[src/rtl/mbu_pkg.sv]
// Package: shared constants and types of the translation-bypass unit.
// Assumes 32-bit system registers; bit positions are fixed by the control map.
package mbu_pkg;
    localparam int REG_W   = 32;
    localparam int CTL_EN  = 0;   // translation enable
    localparam int CTL_DC  = 2;   // data cache enable
    localparam int CTL_IC  = 12;  // instruction cache enable
    localparam int CTL_RMP = 28;  // remap mode

    typedef enum logic [1:0] {
        MT_SO  = 2'b00,
        MT_DEV = 2'b01,
        MT_NC  = 2'b10,
        MT_WB  = 2'b11
    } mem_type_e;

    typedef enum logic [1:0] {
        SEL_CTRL = 2'b00,
        SEL_PRIM = 2'b01,
        SEL_NORM = 2'b10,
        SEL_NONE = 2'b11
    } reg_sel_e;
endpackage

[src/rtl/mbu_bank.sv]
// Module: one world's register bank (control, primary remap, normal remap).
// Assumes wr_en is already qualified by world; all registers reset to zero.
module mbu_bank
    import mbu_pkg::*;
#(
    parameter int W = REG_W
) (
    input  logic         clk,
    input  logic         rst_n,
    input  logic         wr_en,
    input  logic [1:0]   wr_sel,
    input  logic [W-1:0] wr_data,
    output logic [W-1:0] ctrl_q,
    output logic [W-1:0] prim_q,
    output logic [W-1:0] norm_q
);
    // Capture writes to the selected register; clear everything on reset.
    always_ff @(posedge clk) begin
        if (!rst_n) begin
            ctrl_q <= '0;
            prim_q <= '0;
            norm_q <= '0;
        end else if (wr_en) begin
            case (wr_sel)
                SEL_CTRL: ctrl_q <= wr_data;
                SEL_PRIM: prim_q <= wr_data;
                SEL_NORM: norm_q <= wr_data;
                default:  ;
            endcase
        end
    end

    // a control write is visible at the cycle after it
    a_r10_write_next: assert property (@(posedge clk) disable iff (!rst_n)
        ($past(rst_n) && $past(wr_en) && $past(wr_sel) == SEL_CTRL) |-> ctrl_q == $past(wr_data));
endmodule

[src/rtl/mbu_attr.sv]
// Module: combinational memory-type decode for a bypassed request.
// Assumes the register inputs already belong to the request's world.
module mbu_attr
    import mbu_pkg::*;
#(
    parameter int W = REG_W
) (
    input  logic [W-1:0] ctrl,
    input  logic [W-1:0] prim,
    input  logic [W-1:0] norm,
    input  logic         instr,
    output logic [1:0]   mem_type
);
    // Pick the remap default or the compatible cache-bit rule.
    always_comb begin
        if (ctrl[CTL_RMP]) begin
            mem_type = prim[1] ? {1'b1, norm[0]} : {1'b0, prim[0]};
        end else if (instr && ctrl[CTL_IC]) begin
            mem_type = MT_WB;
        end else begin
            mem_type = MT_SO;
        end
    end
endmodule

[src/rtl/mbu_route.sv]
// Module: steers a request to the bypass result or the translation port.
// Assumes en is the request world's translation enable.
module mbu_route #(
    parameter int AW = 32
) (
    input  logic          req_valid,
    input  logic [AW-1:0] req_va,
    input  logic          req_ns,
    input  logic          req_instr,
    input  logic          en,
    output logic          byp_valid,
    output logic [AW-1:0] byp_pa,
    output logic          byp_ns,
    output logic          byp_abort,
    output logic          xlat_valid,
    output logic [AW-1:0] xlat_va,
    output logic          xlat_ns,
    output logic          xlat_instr
);
    // Route by enable; the bypass path maps flat and never aborts.
    always_comb begin
        byp_valid  = req_valid && !en;
        byp_pa     = req_va;
        byp_ns     = req_ns;
        byp_abort  = 1'b0;
        xlat_valid = req_valid && en;
        xlat_va    = req_va;
        xlat_ns    = req_ns;
        xlat_instr = req_instr;
    end
endmodule

[src/rtl/mmu_bypass_unit.sv]
// Module: top of the banked translation-bypass attribute unit.
// Assumes one request per cycle; outputs are combinational from registered state.
module mmu_bypass_unit
    import mbu_pkg::*;
#(
    parameter int ADDR_W = 32,
    parameter int WORLDS = 2
) (
    input  logic              clk,
    input  logic              rst_n,
    input  logic              wr_en,
    input  logic              wr_ns,
    input  logic [1:0]        wr_sel,
    input  logic [REG_W-1:0]  wr_data,
    input  logic              req_valid,
    input  logic [ADDR_W-1:0] req_va,
    input  logic              req_ns,
    input  logic              req_instr,
    output logic              byp_valid,
    output logic [ADDR_W-1:0] byp_pa,
    output logic              byp_ns,
    output logic [1:0]        byp_mem_type,
    output logic              byp_abort,
    output logic              xlat_valid,
    output logic [ADDR_W-1:0] xlat_va,
    output logic              xlat_ns,
    output logic              xlat_instr,
    output logic              mmu_en_s,
    output logic              mmu_en_ns
);
    logic [REG_W-1:0] ctrl_w [WORLDS];
    logic [REG_W-1:0] prim_w [WORLDS];
    logic [REG_W-1:0] norm_w [WORLDS];
    logic [REG_W-1:0] sel_ctrl, sel_prim, sel_norm;

    // One register bank per security world.
    for (genvar w = 0; w < WORLDS; w++) begin : g_bank
        mbu_bank #(.W(REG_W)) u_bank (
            .clk     (clk),
            .rst_n   (rst_n),
            .wr_en   (wr_en && (wr_ns == 1'(w))),
            .wr_sel  (wr_sel),
            .wr_data (wr_data),
            .ctrl_q  (ctrl_w[w]),
            .prim_q  (prim_w[w]),
            .norm_q  (norm_w[w])
        );
    end

    // Select the bank that matches the request's security state.
    always_comb begin
        sel_ctrl = req_ns ? ctrl_w[1] : ctrl_w[0];
        sel_prim = req_ns ? prim_w[1] : prim_w[0];
        sel_norm = req_ns ? norm_w[1] : norm_w[0];
    end

    assign mmu_en_s  = ctrl_w[0][CTL_EN];
    assign mmu_en_ns = ctrl_w[1][CTL_EN];

    mbu_attr #(.W(REG_W)) u_attr (
        .ctrl     (sel_ctrl),
        .prim     (sel_prim),
        .norm     (sel_norm),
        .instr    (req_instr),
        .mem_type (byp_mem_type)
    );

    mbu_route #(.AW(ADDR_W)) u_route (
        .req_valid  (req_valid),
        .req_va     (req_va),
        .req_ns     (req_ns),
        .req_instr  (req_instr),
        .en         (sel_ctrl[CTL_EN]),
        .byp_valid  (byp_valid),
        .byp_pa     (byp_pa),
        .byp_ns     (byp_ns),
        .byp_abort  (byp_abort),
        .xlat_valid (xlat_valid),
        .xlat_va    (xlat_va),
        .xlat_ns    (xlat_ns),
        .xlat_instr (xlat_instr)
    );

    // both enables are clear right after reset
    a_r1_reset_off: assert property (@(posedge clk) disable iff (!rst_n)
        $past(!rst_n) |-> (!mmu_en_s && !mmu_en_ns));
    // flat mapping on bypass
    a_r3_flat_pa: assert property (@(posedge clk) disable iff (!rst_n)
        byp_valid |-> byp_pa == req_va);
    // security attribute follows the request
    a_r5_ns_follow: assert property (@(posedge clk) disable iff (!rst_n)
        byp_valid |-> byp_ns == req_ns);
    // data is strongly ordered outside remap mode
    a_r6_data_so: assert property (@(posedge clk) disable iff (!rst_n)
        (byp_valid && !req_instr && !sel_ctrl[CTL_RMP]) |-> byp_mem_type == MT_SO);
    // a request goes to exactly one destination
    a_r11_one_path: assert property (@(posedge clk) disable iff (!rst_n)
        req_valid |-> $countones({byp_valid, xlat_valid}) == 1);
endmodule

[config.mk]
export PLATFORM = sky130hd
export DESIGN_NAME = mmu_bypass_unit
export DESIGN_NICKNAME = d
export VERILOG_FILES = /design/src/rtl/mbu_pkg.sv /design/src/rtl/mbu_bank.sv /design/src/rtl/mbu_attr.sv /design/src/rtl/mbu_route.sv /design/src/rtl/mmu_bypass_unit.sv
export SDC_FILE = /design/constraint.sdc
export NUM_CORES = 1
export LEC_CHECK = 0
export BUFFER_PORTS_ARGS = -buffer_cell sky130_fd_sc_hd__buf_4
export CAP_MARGIN = 30
export CORE_ASPECT_RATIO = 1.75
export CORE_MARGIN = 5
export CORE_UTILIZATION = 34
export DETAILED_ROUTE_END_ITERATION = 12
export PLACE_DENSITY = 0.85
export SYNTH_ARGS = -nofsm -noshare
export SYNTH_HDL_FRONTEND = slang
export SYNTH_SLANG_ARGS = --single-unit
[constraint.sdc]
create_clock -name clk -period 2.9 [get_ports clk]
set_input_delay 0.435 -clock clk [delete_from_list [all_inputs] [get_ports clk]]
set_output_delay 0.435 -clock clk [all_outputs]
set_load 0.02 [all_outputs]
**Word level (Yosys, flattened, before mapping)**

Index checks and enable logic that the tools add are counted.

- Add/subtract/negate cells: 0
- Multiply operators: 0
- Divide/modulo/power cells: 0
- Order comparisons: 0
- Eq/ne operators: 2
- Shift-type cells: 0
- Multiplexer cells: 6
- Bitwise gates (word level): 1
- Reductions and logical operators: 13

Operators by type and width:

| cell | count |
|---|---|
| two-way mux 29 bit | 1 |
| AND reduction 2 bit | 6 |
| two-way mux 2 bit | 4 |
| logical AND 1 bit | 5 |
| equality test 2 x 1 -> 1 bit, second input constant | 1 |
| equality test 2 bit, second input constant | 1 |
| logical NOT 2 bit | 1 |
| logical NOT 1 bit | 1 |
| two-way mux 1 bit | 1 |
| inverter 1 bit | 1 |

- Register bits after elaboration: 64
- Latch bits: 0
- Bits in writable memories: 0
- Bits in read-only memories: 0
- Input port bits: 73
- Output and inout bits: 74
- Logic and storage cells: 28
- Memories kept: 0

**Longest topological paths before layout**

- Depth in word-level cells: 4
- Depth in mapped cells: 4
- Mapped depth without buffers: 3

**By module**

A second synthesis with hierarchy kept.

- Cells, all modules: 884
- Area, all modules: 9218.8 µm²

Modules (own cells, without submodules):

| module | instances | cells an instance | area an instance (µm²) | sequential area each (µm²) |
|---|---|---|---|---|
| mbu_bank | 2 | 349 | 3639.7 | 1921.8 |
| mmu_bypass_unit | 1 | 109 | 1375.1 | 0.0 |
| mbu_route | 1 | 71 | 530.5 | 0.0 |
| mbu_attr | 1 | 6 | 33.8 | 0.0 |

**Worst setup path after synthesis**

Ideal clock, no wire load.

- Path type: input -> output
- Start: in req_ns
- End: out byp_mem_type[0]
- Arrival time: 1.160 ns
- Required time: 2.465 ns
- Slack: 1.305 ns
- Stages on the path: 4
- Path buffers: 1
- Cells stage by stage: clkbuf_1 and3b_1 o21ai_1 o221ai_1

- Longest elaborated chain between the ends: 4
- Elaborated cells between the ends (all ways): 7
- Those cells by class: mux: 6; reduce/logical: 1

Ends and longest elaborated chain:

| element | line | source |
|---|---|---|
| from (decl) | mmu_bypass_unit.sv:17 | `input logic req_ns,` |
| two-way mux 29 bit | mmu_bypass_unit.sv:52 | `sel_ctrl = req_ns ? ctrl_w[1] : ctrl_w[0];` |
| logical AND 1 bit | mbu_attr.sv:18 | `end else if (instr && ctrl[CTL_IC]) begin` |
| two-way mux 2 bit | mbu_attr.sv:18 |  |
| two-way mux 2 bit (*) | mbu_attr.sv:16 | `if (ctrl[CTL_RMP]) begin` |
| to (decl) | mmu_bypass_unit.sv:22 | `output logic [1:0] byp_mem_type,` |

Every way passes the cells marked *; elsewhere a longest branch is shown, timed or not.

**Worst setup path in the final report**

- Start: reg g_bank[0].u_bank.prim_q[1]
- End: out byp_mem_type[0]

- Longest elaborated chain between the ends: 3

Ends and longest elaborated chain:

| element | line | source |
|---|---|---|
| from (decl) | mbu_bank.sv:14 | `output logic [W-1:0] prim_q,` |
| from (signal assigned) | mbu_bank.sv:26 | `SEL_PRIM: prim_q <= wr_data;` |
| two-way mux 2 bit | mmu_bypass_unit.sv:53 | `sel_prim = req_ns ? prim_w[1] : prim_w[0];` |
| two-way mux 2 bit | mbu_attr.sv:17 | `mem_type = prim[1] ? {1'b1, norm[0]} : {1'b0, prim[0]};` |
| two-way mux 2 bit | mbu_attr.sv:16 |  |

Every way passes these cells.

==> results by group <==
Floorplan
  • Ports: 147
  • Die height: 86.5 um
  • CORE AREA: 3180 um^2
  • Die Wd: 53.7 um
  • Die ar.: 4650 um^2
  • Initial Util: 0.358
  • Cell Rows: 27

Clock tree
  • Clock slew at reported path FFs: 50 ps
  • Sink Count: 12
  • Root Driver: clkbuf_8
  • Hold-fix buffers, CTS: 0
  • Clock Tree Buf Depth: 2
  • H-tree levels: 1
  • Post-CTS Setup Repair Bufs: 0
  • Clock latency on the worst-skew pair: 230 ps
  • Cts repair resizes: 0
  • CTS buffer count: 3
  • CTS tree: built

Synthesis
  • Sequential area share after synthesis: 0.211
  • Syn nets: 200
  • Ys Warns: 0
  • Synth Area in Simple Gates: 0.178
  • Syn Area/Cell: 8.96 um^2
  • Post-synthesis xor/xnor area fraction: 0
  • Mapped Cells: 127
  • Mux share of post-synthesis cell area: 0.133
  • Post-Syn Area: 1140 um^2
  • Synth Register Bits: 12
  • Yosys cell types: 19
  • Main combinational cell family by area after synthesis: buffers and inverters
  • Post-synthesis compound-gate area fraction: 0.0187
  • Area share of fa/ha/maj cells after synthesis: 0

Global route
  • Grt met2 use: 0.148
  • Tot GR Track Use: 0.0910
  • First-pass GRT wire length: 3120 um
  • Grt total ovfl: 0
  • Grt met3 use: 0.0448
  • Met1 Use GR: 0.0615
  • Initial antenna violation count: 0
  • GR peak layer: met2
  • Vias in the first global route: 652
  • Largest net degree at the start of global routing: 13

Power and ir drop
  • Power Total: 0.365 mW
  • Pwr/cell area: 419 nW/um^2
  • LEAKAGE: 0.340 nW
  • Worst vdd ir: 0.173 mV

Worst setup path
  • Setup crit start: g_bank[0].u_bank.prim_q[1]$_SDFFE_PN0P_
  • Kind of critical path: reg -> out
  • Crit path required time: 2470 ps
  • Crit end category: primary output
  • Reg2Reg Launch Point: g_bank[0].u_bank.prim_q[1]$_SDFFE_PN0P_
  • Critical path fanouts, max: 3
  • R2R cell count: 2
  • Crit path launch type: register
  • Arr. time, crit path: 1320 ps

STA
  • Setup slack after layout: 1140 ps
  • Post-layout minimum cycle time: 1760 ps
  • Final period util: 0.606
  • Pins Over Slew Limit: 0
  • Finish-stage setup viols: 0
  • RSZ-0062 raised after global routing: no
  • FMAX: 569 MHz
  • Fin. Hold Viols: 0
  • Final setup skew: 0 ps
  • Setup TNS: 0 ps

Drt
  • Initial DRT Pass Iterations: 4
  • Drt initial violations: 2
  • Vias: 577
  • Wire per inst: 16.9 um
  • Final WL: 2100 um
  • DRC: 0
  • Via-to-Cell Ratio: 4.65
  • Detail Route Antenna Nets: 0

Run status
  • Status: complete, no violations

Place
  • GP Congestion: 0.835
  • DPL Wire Length: 1790 um
  • Dpl cells: 121
  • Port bufs: 21
  • Post-place setup slack: 1210 ps

Final layout
  • Non-filler cells, final: 124
  • Layout cell share with drive strength beyond 1: 0.333
  • Final nets: 156
  • Fill cell count: 354
  • Register Area: 240 um^2
  • Multi-input logic area: 379 um^2
  • Synthesis-to-layout area growth: -23.3%
  • Ant diodes: 0

Worst hold path
  • Hold depth: 3
  • Critical hold path startpoint: wr_data[12]
  • HP Class: in -> reg

Run
  • Maxcap violations: 0
-- synth_stat cells, drive strengths merged --
| cell type | instances | area share |
|---|---|---|
| o221ai | 1 | 0.0077 |
| and4bb | 3 | 0.036 |
| nand2 | 3 | 0.0099 |
| clkbuf | 2 | 0.0066 |
| mux2 | 1 | 0.0099 |
| nor4b | 1 | 0.021 |
| o21ai | 1 | 0.0044 |
| nand4b | 2 | 0.015 |
| o211ai | 1 | 0.0066 |
| dfxtp | 12 | 0.21 |
| nor3b | 1 | 0.0066 |
| conb | 1 | 0.0033 |
| mux2i | 14 | 0.12 |
| and3b | 1 | 0.0077 |
| buf | 68 | 0.45 |
| nor2b | 13 | 0.072 |
| and2 | 1 | 0.0055 |
| nand3 | 1 | 0.0044 |
-- where the power goes --
group	internal (mW)	switching (mW)	total (mW)
Combinational	0.0283	0.0251	0.0534
Sequential	0.169	0.00250	0.172
Clock	0.0905	0.0496	0.140
Total	0.288	0.0772	0.365
-- cells by family (layout without fill, tap and decap cells) --
| logic type | count (synthesis) | count (layout) |
|---|---|---|
| AO/OA/AOI/OAI | 3 | 3 |
| buffers and inverters | 70 | 24 |
| flip-flops | 12 | 12 |
| multiplexers | 15 | 15 |
| other | 1 | 1 |
| AND/OR/NAND/NOR | 26 | 26 |
-- cell type report --
cell class | count | share of cell area
Sequential cell | 12 | 0.275
Multi-Input combinational cell | 45 | 0.435
Timing Repair Buffer | 21 | 0.181
Clock buffer | 3 | 0.0473
Tap cell | 43 | 0.0617
-- cell usage in the layout (no fill, tap or decap) --
| master | instances |
|---|---|
| nand2_1 | 3 |
| and3b_1 | 1 |
| and4bb_4 | 1 |
| dfxtp_1 | 12 |
| nor4b_4 | 1 |
| nand3_1 | 1 |
| buf_4 | 21 |
| conb_1 | 1 |
| o21ai_1 | 1 |
| mux2_2 | 1 |
| mux2i_1 | 14 |
| clkbuf_8 | 3 |
| and2_1 | 1 |
| nand4b_1 | 2 |
| nor2b_1 | 13 |
| nor3b_1 | 1 |
| o211ai_1 | 1 |
| o221ai_1 | 1 |
| and4bb_1 | 2 |
-- worst max-delay path, stage by stage (launching register included) --
cell and delay, ps:
dfxtp_1 380, mux2_2 360, nand2_1 70, o221ai_1 110
buf_4 180
-- worst paths after layout --
path / endpoint / slack, ps
max: byp_mem_type[0] / 1140
min: g_bank[1].u_bank.ctrl_q[12]$_SDFFE_PN0P_ / 480
max reg2reg: g_bank[0].u_bank.prim_q[1]$_SDFFE_PN0P_ / 2240
min reg2reg: g_bank[0].u_bank.norm_q[0]$_SDFFE_PN0P_ / 520
-- state kept, by name, indices dropped and copies added, names as in the netlist --
register              flops
g_bank.u_bank.prim_q      4
g_bank.u_bank.ctrl_q      6
g_bank.u_bank.norm_q      2
-- through the flow --
step	util	hold slack, ps	area, um^2
final	0.275	481	872
after CTS	0.275	476	872
after global routing	0.275	494	872
after detailed placement	0.262	503	831
after global placement	0.262	490	831
after floorplan	-	474	1140
-- layer usage --
metal	up-vias	part of all wire	wire length, um
met1	247	0.25	535
met4	0	0.10	217
met3	42	0.17	361
li1	254	-	-
met5	-	0	0
met2	34	0.47	985
Note: power is estimated with default switching activity, not from simulation.
